### src/rtl/timer_pkg.sv
package timer_pkg;
  // Control register field positions
  localparam int EN_BIT   = 0;
  localparam int SRC_LSB  = 1;
  localparam int ROLL_BIT = 4;
  localparam int SQ_BIT   = 5;

  typedef enum logic [1:0] {
    SRC_CLK  = 2'b00,
    SRC_DIV  = 2'b01,
    SRC_EXTA = 2'b10,
    SRC_EXTB = 2'b11
  } tick_src_e;

  // Strobes and mode levels from control to datapath
  typedef struct packed {
    logic tick;
    logic loadReq;
    logic rollover;
    logic sqMode;
    logic zdsClr;
  } tmr_strobe_t;
endpackage

### src/rtl/timer_ctrl.sv
module timer_ctrl
  import timer_pkg::*;
#(
  parameter int ADDR_W      = 6,
  parameter int NUM_BYTES   = 3,
  parameter int PRESC_W     = 5,
  parameter int SYNC_STAGES = 2,
  parameter int CTRL_OFS    = 'h20,
  parameter int PRE_OFS     = 'h26,
  parameter int CNT_OFS     = 'h2E,
  parameter int STAT_OFS    = 'h34,
  localparam int CNT_W      = 8 * NUM_BYTES
) (
  input  logic                 clk,
  input  logic                 rstN,
  input  logic [ADDR_W-1:0]    busAddr,
  input  logic                 busWr,
  input  logic [7:0]           busWrData,
  output logic [7:0]           busRdData,
  input  logic                 extTickIn,
  input  logic [CNT_W-1:0]     preloadVal,
  input  logic [CNT_W-1:0]     countVal,
  input  logic                 zdsFlag,
  output logic [NUM_BYTES-1:0] preWrEn,
  output tmr_strobe_t          strobes
);
  localparam logic [ADDR_W-1:0] CTRL_A = ADDR_W'(CTRL_OFS);
  localparam logic [ADDR_W-1:0] STAT_A = ADDR_W'(STAT_OFS);

  logic [7:0]             ctrlQ;
  logic                   pendQ;
  logic [PRESC_W-1:0]     prescQ;
  logic [SYNC_STAGES:0]   syncQ;
  logic [NUM_BYTES-1:0]   preHit, cntHit;
  logic                   ctrlWr, statWr, enOn, extRise, tick;
  tick_src_e              tickSrc;

  assign ctrlWr  = busWr && (busAddr == CTRL_A);
  assign statWr  = busWr && (busAddr == STAT_A);
  assign enOn    = ctrlQ[EN_BIT];
  assign tickSrc = tick_src_e'(ctrlQ[SRC_LSB +: 2]);
  assign extRise = syncQ[SYNC_STAGES-1] & ~syncQ[SYNC_STAGES];

  always_comb begin
    unique case (tickSrc)
      SRC_CLK: tick = enOn;
      SRC_DIV: tick = enOn && (prescQ == '1);
      default: tick = enOn && extRise;
    endcase
  end

  always_ff @(posedge clk) begin
    if (!rstN) begin
      ctrlQ  <= '0;
      pendQ  <= 1'b0;
      prescQ <= '0;
      syncQ  <= '0;
    end else begin
      if (ctrlWr) ctrlQ <= busWrData;
      if (ctrlWr && !busWrData[EN_BIT])             pendQ <= 1'b0;
      else if (ctrlWr && busWrData[EN_BIT] && !enOn) pendQ <= 1'b1;
      else if (tick)                                pendQ <= 1'b0;
      prescQ <= enOn ? prescQ + PRESC_W'(1) : '0;
      syncQ  <= {syncQ[SYNC_STAGES-1:0], extTickIn};
    end
  end

  for (genvar k = 0; k < NUM_BYTES; k++) begin : g_addr
    localparam logic [ADDR_W-1:0] PA = ADDR_W'(PRE_OFS + 2 * (NUM_BYTES - 1 - k));
    localparam logic [ADDR_W-1:0] CA = ADDR_W'(CNT_OFS + 2 * (NUM_BYTES - 1 - k));
    assign preHit[k]  = (busAddr == PA);
    assign cntHit[k]  = (busAddr == CA);
    assign preWrEn[k] = busWr && preHit[k];
  end

  always_comb begin
    busRdData = '0;
    if (busAddr == CTRL_A) busRdData = ctrlQ;
    if (busAddr == STAT_A) busRdData = {7'b0, zdsFlag};
    for (int k = 0; k < NUM_BYTES; k++) begin
      if (preHit[k]) busRdData = preloadVal[k*8 +: 8];
      if (cntHit[k]) busRdData = countVal[k*8 +: 8];
    end
  end

  assign strobes.tick     = tick;
  assign strobes.loadReq  = pendQ;
  assign strobes.rollover = ctrlQ[ROLL_BIT];
  assign strobes.sqMode   = ctrlQ[SQ_BIT];
  assign strobes.zdsClr   = statWr && busWrData[0];

  // divided ticks are never on adjacent cycles
  p_presc_gap_r3: assert property (@(posedge clk) disable iff (!rstN)
    (tickSrc == SRC_DIV && tick) |=> !tick);

  // a rising enable always arms the first-tick load
  p_load_armed_r4: assert property (@(posedge clk) disable iff (!rstN)
    $rose(ctrlQ[EN_BIT]) |-> pendQ);
endmodule

### src/rtl/timer_datapath.sv
module timer_datapath
  import timer_pkg::*;
#(
  parameter int NUM_BYTES = 3,
  localparam int CNT_W    = 8 * NUM_BYTES
) (
  input  logic                 clk,
  input  logic                 rstN,
  input  tmr_strobe_t          strobes,
  input  logic [NUM_BYTES-1:0] preWrEn,
  input  logic [7:0]           wrByte,
  output logic [CNT_W-1:0]     preloadVal,
  output logic [CNT_W-1:0]     countVal,
  output logic                 zdsFlag,
  output logic                 timerOut
);
  logic [7:0]       preB [NUM_BYTES];
  logic [CNT_W-1:0] cntQ;
  logic             zdsQ, sqQ, zeroEvt;

  for (genvar k = 0; k < NUM_BYTES; k++) begin : g_pre
    always_ff @(posedge clk) begin
      if (!rstN)          preB[k] <= '0;
      else if (preWrEn[k]) preB[k] <= wrByte;
    end
    assign preloadVal[k*8 +: 8] = preB[k];
  end

  assign zeroEvt = strobes.tick && !strobes.loadReq && (cntQ == CNT_W'(1));

  always_ff @(posedge clk) begin
    if (!rstN) begin
      cntQ <= '0;
      zdsQ <= 1'b0;
      sqQ  <= 1'b0;
    end else begin
      if (strobes.tick) begin
        if (strobes.loadReq)  cntQ <= preloadVal;
        else if (cntQ == '0)  cntQ <= strobes.rollover ? '1 : preloadVal;
        else                  cntQ <= cntQ - CNT_W'(1);
      end
      if (zeroEvt)             zdsQ <= 1'b1;
      else if (strobes.zdsClr) zdsQ <= 1'b0;
      if (zeroEvt) sqQ <= ~sqQ;
    end
  end

  assign countVal = cntQ;
  assign zdsFlag  = zdsQ;
  assign timerOut = strobes.sqMode ? sqQ : zdsQ;

  // without a tick the count holds
  p_hold_no_tick_r4: assert property (@(posedge clk) disable iff (!rstN)
    !strobes.tick |=> $stable(cntQ));

  // an ordinary tick removes exactly one
  p_dec_one_r5: assert property (@(posedge clk) disable iff (!rstN)
    (strobes.tick && !strobes.loadReq && cntQ > CNT_W'(1)) |=> cntQ == $past(cntQ) - CNT_W'(1));

  // rollover lands on all ones
  p_roll_ones_r7: assert property (@(posedge clk) disable iff (!rstN)
    (strobes.tick && !strobes.loadReq && cntQ == '0 && strobes.rollover) |=> (&cntQ));

  // zero event sets the flag, and it never drops without a clear
  p_zds_set_r8: assert property (@(posedge clk) disable iff (!rstN)
    zeroEvt |=> zdsQ);
  p_zds_sticky_r8: assert property (@(posedge clk) disable iff (!rstN)
    (zdsQ && !strobes.zdsClr) |=> zdsQ);

  // square-wave state flips on every zero event
  p_sq_toggle_r10: assert property (@(posedge clk) disable iff (!rstN)
    zeroEvt |=> sqQ != $past(sqQ));
endmodule

### src/rtl/dcount_timer.sv
module dcount_timer
  import timer_pkg::*;
#(
  parameter int ADDR_W      = 6,
  parameter int NUM_BYTES   = 3,
  parameter int PRESC_W     = 5,
  parameter int SYNC_STAGES = 2
) (
  input  logic              clk,
  input  logic              rstN,
  input  logic [ADDR_W-1:0] busAddr,
  input  logic              busWr,
  input  logic [7:0]        busWrData,
  output logic [7:0]        busRdData,
  input  logic              extTickIn,
  output logic              timerOut
);
  localparam int CNT_W = 8 * NUM_BYTES;

  tmr_strobe_t          strobes;
  logic [NUM_BYTES-1:0] preWrEn;
  logic [CNT_W-1:0]     preloadVal, countVal;
  logic                 zdsFlag;

  timer_ctrl #(
    .ADDR_W(ADDR_W), .NUM_BYTES(NUM_BYTES),
    .PRESC_W(PRESC_W), .SYNC_STAGES(SYNC_STAGES)
  ) u_ctrl (
    .clk(clk), .rstN(rstN), .busAddr(busAddr), .busWr(busWr),
    .busWrData(busWrData), .busRdData(busRdData), .extTickIn(extTickIn),
    .preloadVal(preloadVal), .countVal(countVal), .zdsFlag(zdsFlag),
    .preWrEn(preWrEn), .strobes(strobes)
  );

  timer_datapath #(.NUM_BYTES(NUM_BYTES)) u_dp (
    .clk(clk), .rstN(rstN), .strobes(strobes), .preWrEn(preWrEn),
    .wrByte(busWrData), .preloadVal(preloadVal), .countVal(countVal),
    .zdsFlag(zdsFlag), .timerOut(timerOut)
  );
endmodule

### config.mk
export PLATFORM = sky130hd
export DESIGN_NAME = dcount_timer
export DESIGN_NICKNAME = d
export VERILOG_FILES = /design/src/rtl/timer_pkg.sv /design/src/rtl/timer_ctrl.sv /design/src/rtl/timer_datapath.sv /design/src/rtl/dcount_timer.sv
export SDC_FILE = /design/constraint.sdc
export NUM_CORES = 1
export LEC_CHECK = 0
export ABC_AREA = 1
export BUFFER_PORTS_ARGS = -buffer_cell sky130_fd_sc_hd__buf_2
export CORE_MARGIN = 2
export CORE_UTILIZATION = 55
export DETAILED_ROUTE_END_ITERATION = 10
export PLACE_DENSITY_LB_ADDON = 0.25
export RECOVER_POWER = 25
export REMOVE_ABC_BUFFERS = 1
export SLEW_MARGIN = 30
export SYNTH_ARGS = -nofsm -noshare
export SYNTH_HDL_FRONTEND = slang
export SYNTH_SLANG_ARGS = --single-unit
### constraint.sdc
create_clock -name clk -period 2.57 [get_ports clk]
set_clock_uncertainty 0.2 [all_clocks]
set_input_delay 0.257 -clock clk [delete_from_list [all_inputs] [get_ports clk]]
set_output_delay 0.257 -clock clk [all_outputs]
set_load 0.01 [all_outputs]
==> results.json <==
{
  "synth_edf_count": 24,
  "clkPwrFrac": 0.386,
  "rows": 31,
  "io_pins": 27,
  "die_area_sq_um": 8000,
  "synth_area_sq_um": 4020,
  "hold_viol_final": 0,
  "max_slew.worst_pin.slew_ns": 0.751,
  "fmaxAchievable_ghz": 0.435,
  "status": "finished, final reports clean",
  "seqPwrFrac": 0.503,
  "portBuffers": 26,
  "fin_crit_sh": 0.894,
  "grt_pass1_wl_um": 17100,
  "synth_area_per_cell_sq_um": 6.98,
  "drive_above_1_share": 0.119,
  "post_cts_buffers": 0,
  "async_reset_ff_frac": 0,
  "switching_share": 0.274,
  "track_usage": 0.286,
  "antenna_found_initial": 0,
  "ys.flop_type": "dfxtp_1",
  "rsz0062_at_grt": "false",
  "seq_area_frac_synth": 0.394,
  "via_count": 3965,
  "crit_arrival_ns": 1.84,
  "pwr-share-comb": 0.111,
  "diodes": 0,
  "ctsRootBufferMaster": "clkbuf_8",
  "cp_max_fo": 9,
  "p_int_mw": 1.65,
  "die_w_um": 89.4,
  "finalSetupTns_ns": 0,
  "synth_cell_type_count": 37,
  "crit_type": "input port to output pin",
  "ir_worst_vdd_mv": 0.450,
  "netlist.area_leader.share": 0.214,
  "worstSkewPairLatency_ns": 0.35,
  "ant_nets": 0,
  "synth.area.top_cells": "dfxtp_1 21%, edfxtp_1 18%, nand2_1 13%",
  "wirelength_um": 11100,
  "post-route-min-period_ns": 2.30,
  "overflow": 0,
  "final_nets": 625,
  "reg2reg_setup_slack_ns": 0.38,
  "core_sq_um": 7180,
  "maxCapViolations": 0,
  "grt_max_degree": 28,
  "startpoint_type": "input port",
  "cp.required_ns": 2.11,
  "wl_met3_um": 944,
  "power.switching_mw": 0.624,
  "area_growth_pct": 10.4,
  "wl_met2_um": 5260,
  "dpl_worst_slack_ns": 0.0826,
  "start_util": 0.560,
  "gp_congestion": 0.926,
  "hp-class": "input port to flip-flop",
  "p_total_mw": 2.28,
  "leakagePower_nw": 1.95,
  "yosys.area.top_type": "dfxtp_1",
  "cts.sinks": 67,
  "grt_pass1_vias": 3406,
  "drc": 0,
  "dp.final_hpwl_um": 8120,
  "end_kind": "output pin",
  "powerDensity_nw_per_um2": 514,
  "slew_headroom": 0.499,
  "cts.htree.levels": 3,
  "first_pass_iters": 5,
  "top_layer": "met4",
  "cts_made_buffers": 9,
  "synth-seq-cells": 67,
  "yosysWarnings": 0,
  "met1_length_um": 4590,
  "cts_buffer_depth": 2,
  "drv_slew": 0,
  "syn_inst": 575,
  "wl_per_cell_um": 15.7,
  "drt-initial-drc-count": 415,
  "setup_violations": 0,
  "viasPerCell": 5.62,
  "hold-worst-slack_ns": 0.0179,
  "cts_tree": "built",
  "die_h_um": 89.4,
  "clk_pin_slew_ns": 0.07,
  "layout_setup_ws_ns": 0.273
}
sequential cells by signal, indices dropped and copies added, names as in the netlist:
name and cells:
u_ctrl.ctrlQ 8, u_ctrl.pendQ 1, u_ctrl.prescQ 5, u_ctrl.syncQ 3, u_dp.countVal 24, u_dp.preB 24, u_dp.sqQ 1, u_dp.zdsFlag 1
area by class of cell:
cell class              instances  area (sq um)
flip-flops and latches         67          1580
repair buffers                 32           183
clock inverters                 6          66.3
multi-input cells             430          2120
clock buffers                  10           128
inverters                      62           233
well taps                      99           124
fillers                       664          2740
path summary, 6_finish.rpt:
path                                    start                            end  cells past startpoint
setup / recovery                   busAddr[2]                   busRdData[2]                      9
hold / removal                   busWrData[7]   u_ctrl.ctrlQ[7]$_SDFFE_PN0N_                      3
setup reg to reg  u_ctrl.prescQ[0]$_SDFF_PN0_  u_dp.countVal[5]$_SDFFE_PN0P_                     10
hold reg to reg    u_ctrl.syncQ[0]$_SDFF_PN0_     u_ctrl.syncQ[1]$_SDFF_PN0_                      2
synthesized netlist by cell type (3+ instances only):
cell / count
nand4_1: 11
o211ai_1: 4
nand2_1: 137
clkbuf_1: 9
nand2_2: 3
o2111ai_1: 5
a21oi_1: 42
dfxtp_1: 43
o22ai_1: 4
nor2_1: 100
inv_1: 60
nand3_1: 49
o21ai_0: 17
ha_1: 5
nand3b_1: 13
nand3_2: 6
xor2_1: 7
nor2_2: 11
buf_2: 3
edfxtp_1: 24
worst max-delay path, cell delays in order:
cell       delay [ns]
buf_2            0.12
nor2_1           0.22
nand2_1          0.13
nor2_2           0.41
nand2_1          0.17
o2111ai_1        0.18
a21oi_1          0.08
nand3_1          0.13
buf_2            0.14
per-stage QoR:
| step | util | cell area, sq um | cells |
|---|---|---|---|
| after detailed placement | 0.586 | 4210 | 687 |
| after floorplan | - | 3930 | 559 |
| final | 0.618 | 4430 | 706 |
| after CTS | 0.617 | 4430 | 706 |
| after global placement | 0.586 | 4210 | 687 |
| after global routing | 0.618 | 4430 | 706 |
cell families (layout without fill, tap and decap cells):
logic type / after synthesis / count (layout) / synth area share
AO/OA/AOI/OAI: 76 / 76 / 0.105
XOR/XNOR: 9 / 9 / 0.0196
buffers and inverters: 78 / 110 / 0.0795
AND/OR/NAND/NOR: 340 / 340 / 0.386
flip-flops: 67 / 67 / 0.394
adder cells (fa/ha/maj): 5 / 5 / 0.0156
cells in the final DEF (no fill, tap or decap), types with 2 or more instances in the layout:
cell type      instances
nand4_1               11
edfxtp_1              24
nor2_1                99
o21ai_0               17
a21oi_1               42
ha_1                   5
o2111ai_1              5
clkinv_4               2
dlygate4sd3_1          3
nand2_1              137
buf_4                  3
xnor2_1                2
dfxtp_1               43
clkinvlp_4             2
nand2_2                3
clkinv_1               2
xor2_1                 7
o22ai_1                4
clkbuf_8               9
inv_1                 60
nor3_1                 2
nand3_2                6
nand3_1               49
nor2_4                 2
buf_2                 26
o211ai_1               4
nor2_2                12
nand3b_1              13
metal layers:
| layer | up-vias | global-route usage |
|---|---|---|
| met3 | 25 | 0.0702 |
| met4 | 0 | 0.0991 |
| met5 | - | 0 |
| met1 | 1827 | 0.373 |
| li1 | 1938 | - |
| met2 | 175 | 0.464 |
power by group through the flow:
stage	Sequential, mW	Combinational [mW]	Clock (mW)
floorplan	1.16	0.172	0
global placement	1.17	0.241	0
detailed placement	1.17	0.245	0
CTS	1.14	0.250	0.890
global route	1.15	0.282	0.930
finish	1.15	0.252	0.878
what timing repair did:
item                                    CTS  global route
endpoints found under the setup margin    0             2
endpoints found under the hold margin     3             0
hold buffers                              3             0
resized for setup                         0             1
Power figures use the tool's default switching activity.
